$ cat src/rtl/tblrd_pkg.sv
package tblrd_pkg;

  typedef enum logic [1:0] {
    TR_IDLE = 2'd0,
    TR_ADDR = 2'd1,
    TR_DATA = 2'd2
  } tr_state_e;

  // Generator constants for the internal ROM contents
  localparam logic [7:0] ROM_LO_MASK = 8'h3C;
  localparam int unsigned ROM_HI_TAG = 6;

endpackage

$ cat src/rtl/tblrd_seq.sv
module tblrd_seq
  import tblrd_pkg::*;
(
  input  logic clk,
  input  logic rst_n,
  input  logic cmd_valid,
  output logic accept,
  output logic addr_phase,
  output logic data_phase,
  output logic busy
);

  tr_state_e state_q;
  tr_state_e state_d;

  assign accept = cmd_valid && (state_q == TR_IDLE);

  always_comb begin
    state_d = state_q;
    case (state_q)
      TR_IDLE: if (accept) state_d = TR_ADDR;
      TR_ADDR: state_d = TR_DATA;
      TR_DATA: state_d = TR_IDLE;
      default: state_d = TR_IDLE;
    endcase
  end

  always_ff @(posedge clk or negedge rst_n) begin
    if (!rst_n) state_q <= TR_IDLE;
    else        state_q <= state_d;
  end

  assign addr_phase = (state_q == TR_ADDR);
  assign data_phase = (state_q == TR_DATA);
  assign busy       = (state_q != TR_IDLE);

endmodule

$ cat src/rtl/tblrd_addr.sv
module tblrd_addr #(
  parameter int unsigned ADDR_W = 13,
  parameter int unsigned PTR_W  = 8,
  localparam int unsigned PAGE_W = ADDR_W - PTR_W
) (
  input  logic              last_page,
  input  logic [PAGE_W-1:0] pc_hi,
  input  logic [PTR_W-1:0]  ptr,
  output logic [ADDR_W-1:0] addr
);

  localparam logic [PAGE_W-1:0] LAST_PAGE = {PAGE_W{1'b1}};

  logic [PAGE_W-1:0] page;

  always_comb begin
    page = last_page ? LAST_PAGE : pc_hi;
    addr = {page, ptr};
  end

endmodule

$ cat src/rtl/tblrd_rom.sv
module tblrd_rom
  import tblrd_pkg::*;
#(
  parameter int unsigned ADDR_W = 13,
  parameter int unsigned PTR_W  = 8,
  parameter int unsigned DATA_W = 16,
  localparam int unsigned PAGE_W = ADDR_W - PTR_W,
  localparam int unsigned BYTE_W = DATA_W / 2,
  localparam int unsigned TAG_W  = BYTE_W - PAGE_W
) (
  input  logic              clk,
  input  logic              rst_n,
  input  logic              en,
  input  logic [ADDR_W-1:0] addr,
  output logic [DATA_W-1:0] q
);

  localparam logic [TAG_W-1:0] HI_TAG = TAG_W'(ROM_HI_TAG);

  logic [DATA_W-1:0] word;
  logic [DATA_W-1:0] q_d;
  logic [DATA_W-1:0] q_q;

  // Contents are generated from the address rather than stored
  always_comb begin
    word[BYTE_W-1:0]      = BYTE_W'(addr[PTR_W-1:0] ^ PTR_W'(ROM_LO_MASK));
    word[DATA_W-1:BYTE_W] = {HI_TAG, addr[ADDR_W-1:PTR_W]};
    q_d = en ? word : q_q;
  end

  always_ff @(posedge clk or negedge rst_n) begin
    if (!rst_n) q_q <= '0;
    else        q_q <= q_d;
  end

  assign q = q_q;

endmodule

$ cat src/rtl/tblrd_result.sv
module tblrd_result #(
  parameter int unsigned BYTE_W = 8
) (
  input  logic              clk,
  input  logic              rst_n,
  input  logic              capture,
  input  logic [BYTE_W-1:0] hi_in,
  output logic [BYTE_W-1:0] hi_out
);

  logic [BYTE_W-1:0] hi_d;
  logic [BYTE_W-1:0] hi_q;

  always_comb hi_d = capture ? hi_in : hi_q;

  always_ff @(posedge clk or negedge rst_n) begin
    if (!rst_n) hi_q <= '0;
    else        hi_q <= hi_d;
  end

  assign hi_out = hi_q;

endmodule

$ cat src/rtl/tblrd_unit.sv
module tblrd_unit #(
  parameter int unsigned ADDR_W = 13,
  parameter int unsigned PTR_W  = 8,
  parameter int unsigned DATA_W = 16,
  parameter int unsigned DEST_W = 8,
  localparam int unsigned PAGE_W = ADDR_W - PTR_W,
  localparam int unsigned BYTE_W = DATA_W / 2
) (
  input  logic              clk,
  input  logic              rst_n,
  input  logic              cmd_valid,
  input  logic              cmd_last_page,
  input  logic [DEST_W-1:0] cmd_dest,
  input  logic [PTR_W-1:0]  tbl_ptr,
  input  logic [PAGE_W-1:0] pc_hi,
  output logic              busy,
  output logic [ADDR_W-1:0] rom_addr,
  output logic              wr_en,
  output logic [DEST_W-1:0] wr_addr,
  output logic [BYTE_W-1:0] wr_data,
  output logic [BYTE_W-1:0] tbl_high
);

  // Reset: asserted at once, released after two clock edges
  logic [1:0] rst_sync_q;
  logic       rst_int_n;

  always_ff @(posedge clk or negedge rst_n) begin
    if (!rst_n) rst_sync_q <= 2'b00;
    else        rst_sync_q <= {rst_sync_q[0], 1'b1};
  end
  assign rst_int_n = rst_sync_q[1];

  logic accept;
  logic addr_phase;
  logic data_phase;

  tblrd_seq u_seq (
    .clk        (clk),
    .rst_n      (rst_int_n),
    .cmd_valid  (cmd_valid),
    .accept     (accept),
    .addr_phase (addr_phase),
    .data_phase (data_phase),
    .busy       (busy)
  );

  logic [ADDR_W-1:0] addr_new;

  tblrd_addr #(.ADDR_W(ADDR_W), .PTR_W(PTR_W)) u_addr (
    .last_page (cmd_last_page),
    .pc_hi     (pc_hi),
    .ptr       (tbl_ptr),
    .addr      (addr_new)
  );

  // Command capture with explicit clock enable
  logic [ADDR_W-1:0] addr_d, addr_q;
  logic [DEST_W-1:0] dest_d, dest_q;

  always_comb begin
    addr_d = accept ? addr_new : addr_q;
    dest_d = accept ? cmd_dest : dest_q;
  end

  always_ff @(posedge clk or negedge rst_int_n) begin
    if (!rst_int_n) begin
      addr_q <= '0;
      dest_q <= '0;
    end else begin
      addr_q <= addr_d;
      dest_q <= dest_d;
    end
  end

  logic [DATA_W-1:0] rom_q;

  tblrd_rom #(.ADDR_W(ADDR_W), .PTR_W(PTR_W), .DATA_W(DATA_W)) u_rom (
    .clk   (clk),
    .rst_n (rst_int_n),
    .en    (addr_phase),
    .addr  (addr_q),
    .q     (rom_q)
  );

  tblrd_result #(.BYTE_W(BYTE_W)) u_result (
    .clk     (clk),
    .rst_n   (rst_int_n),
    .capture (data_phase),
    .hi_in   (rom_q[DATA_W-1:BYTE_W]),
    .hi_out  (tbl_high)
  );

  assign rom_addr = addr_q;
  assign wr_en    = data_phase;
  assign wr_addr  = dest_q;
  assign wr_data  = rom_q[BYTE_W-1:0];

endmodule

$ cat config.mk
export PLATFORM = sky130hd
export DESIGN_NAME = tblrd_unit
export DESIGN_NICKNAME = d
export VERILOG_FILES = /design/src/rtl/tblrd_pkg.sv /design/src/rtl/tblrd_seq.sv /design/src/rtl/tblrd_addr.sv /design/src/rtl/tblrd_rom.sv /design/src/rtl/tblrd_result.sv /design/src/rtl/tblrd_unit.sv
export SDC_FILE = /design/constraint.sdc
export NUM_CORES = 1
export LEC_CHECK = 0
export ABC_CLOCK_PERIOD_IN_PS = 4700
export CORE_ASPECT_RATIO = 0.5
export CORE_MARGIN = 3
export CORE_UTILIZATION = 40
export DETAILED_ROUTE_END_ITERATION = 10
export PLACE_DENSITY = 0.76
export SLEW_MARGIN = 25
export SYNTH_ARGS = -nofsm -noshare
export SYNTH_HDL_FRONTEND = slang
export SYNTH_SLANG_ARGS = --single-unit
$ cat constraint.sdc
create_clock -name clk -period 4.7 [get_ports clk]
set_clock_uncertainty 0.2 [all_clocks]
set_input_delay 0.94 -clock clk [delete_from_list [all_inputs] [get_ports clk]]
set_output_delay 0.94 -clock clk [all_outputs]
set_load 0.05 [all_outputs]
==> metrics <==
outcome=finished, final reports clean; reg2reg start=u_seq.state_q[0]$_DFFE_PN0P_; DRC=0; fmax=327 MHz; clk_lat worst skew=0.29 ns; ys flop type=dfrtp_1; die height=54.6 um; Peak supply drop=236 uV; Layout area overhead=31.5%; setup bufs post-CTS=0; number of nets in the layout=203; mapped cell area=1890 sq um; first-pass iteration count of the detailed router=3; Yosys top cell by area=dfrtp_1; met3 GRT Util=0.0445; Starting Density=0.448; largest net degree at the start of global routing=44; crit path kind=reg -> out; Total Neg Setup Slack=0 ns; Post-Syn Instances=132; CTS buffer count=5; hold_buf cts=0; Clock Tree Root=clkbuf_8; Worst-path clk slew=0.07 ns; unrepaired setup endpoints after global routing=no; clk sinks=45; register area share after synthesis=0.595; initial antenna violation count=0; flops & latches, synth=45; Top Family by Delay on Critical Path=buffers and inverters; GR Util met1=0.146; Die X=103 um; count leader, synth=dfrtp_1; TritonCTS clock tree=yes; syn_nets=157; fin crit period=3.06 ns; worst slew pin tran=0.886 ns; Synth top cells by count=45 x dfrtp_1, 27 x mux2_2, 19 x buf_4; post-synthesis cell type count=14; startpoint types=flip-flop; die area=5640 sq um; Synth area leaders=dfrtp_1 59%, mux2_2 16%, buf_4 7.5%, mux2i_1 4.8%, mux2_4 3.2%; Slowest Stage Delay on Critical Path=0.80 ns; global route hottest layer=met2; number of cell rows=16; final setup fails=0; EDFF count, synth=0; worst rel slew slack=0.410; placer's final routability congestion estimate=0.692; Critical Path Source=u_seq.state_q[0]$_DFFE_PN0P_; worst path bufs/invs=2; Worst Hold Class=reg -> reg; crit-path max FO=7; CTS Buffer Depth=2; Hold Crit Endpoint=rst_sync_q[1]$_DFF_PN0_; number of diodes=0; hpwl dp=2430 um; worst-path cell chain=nand2b_1 -> inv_1 -> clkdlybuf4s50_1; post-CTS sizing=0; DRT antenna net count=0; global-route wire length before repair=5280 um; pwr dens=628 nW/um^2; via count=1041; setup ws final=1.64 ns; gr ovfl total=0; Place WS=1.86 ns; vias in the first global route=1139; via/cell ratio=4.30; worst path arrival time=1.92 ns; Synth top area share=0.595; asr flop ratio synth=1.00; Ys Warns=0; Core ar.=4220 sq um; WP data required=3.56 ns; initial drt markers=14; wire per inst=13.0 um; Pleak=1.09 nW; Global Route Usage Sum=0.127; Ports=64; met2 usage=0.219; final hold vios=0; R2R Setup Slk=2.83 ns; H-tree Lvls=2; Hold Path Depth=0; share of layout cells above drive strength 1=0.235; crit path max-delay cell type=clkdlybuf4s50_1; total wire length=3140 um; period utilization=0.651; Pins Over Slew Limit=0; Worst Min Path Start=rst_sync_q[0]$_DFF_PN0_; r2r worst-path depth=3; Max Cap Viol=0; terminus of the critical flop-to-flop path=rom_addr[1]$_DFFE_PN0P_; Crit. End Element=output port; mean area per synthesized cell=14.3 sq um; post-layout util=0.589; Buffers on Ports=62
==> layer usage <==
metal | vias to the layer above | share of wire
met1 | 510 | 0.40
met4 | 0 | 0.013
met5 | - | 0
met3 | 5 | 0.053
met2 | 24 | 0.53
li1 | 502 | -
==> sequential cells by signal, indices dropped and copies added (netlist names) <==
name / flops
rom_addr: 13
rst_sync_q: 2
u_result.hi_out: 6
u_rom.q: 14
u_seq.state_q: 2
wr_addr: 8
==> kinds of logic (layout without fill, tap and decap cells) <==
group,after synthesis,count (layout),share of synthesized area
buffers and inverters,35,82,0.128
flip-flops,45,45,0.595
AND/OR/NAND/NOR,10,10,0.0331
other,2,2,0.00397
multiplexers,40,40,0.240
==> final cells by class <==
class | count | area, sq um
Fill cell | 328 | 1730
Clock buffer | 6 | 72.6
Clock inverter | 2 | 10.0
Sequential cell | 45 | 1130
Multi-Input combinational cell | 52 | 524
Timing Repair Buffer | 63 | 636
Tap cell | 63 | 78.8
Inverter | 11 | 41.3
==> through the flow <==
stage / area [sq um] / hold WS (ns) / std cells / power, mW
floorplan: 1890 / 0.131 / 132 / 1.18
global route: 2490 / 0.172 / 242 / 1.65
finish: 2490 / 0.164 / 242 / 1.56
detailed placement: 2410 / 0.139 / 234 / 1.36
CTS: 2490 / 0.167 / 242 / 1.59
global placement: 2390 / 0.139 / 233 / 1.34
==> worst max-delay path by stage <==
stage	slack, ns	depth (start not counted)	end
CTS	1.59	3	wr_en
finish	1.64	3	wr_en
global placement	1.64	3	rom_addr[3]$_DFFE_PN0P_
detailed placement	1.86	4	rom_addr[1]$_DFFE_PN0P_
global route	1.53	3	wr_en
floorplan	2.55	3	wr_en
==> power by group <==
part           total, mW  internal, mW  switching (mW)
sequential         0.584         0.507          0.0766
clock              0.221         0.103           0.118
combinational      0.760         0.291           0.468
total               1.56         0.901           0.662
==> placed cells by master (no fill, tap or decap), drive strengths merged <==
| master | count |
|---|---|
| or2 | 1 |
| dfrtp | 45 |
| nor3b | 1 |
| mux2i | 9 |
| inv | 11 |
| nor2 | 5 |
| clkdlybuf4s50 | 62 |
| clkinv | 2 |
| mux2 | 31 |
| clkbuf | 6 |
| buf | 1 |
| conb | 2 |
| nand2b | 3 |
Note: power is estimated with default switching activity, not from simulation.
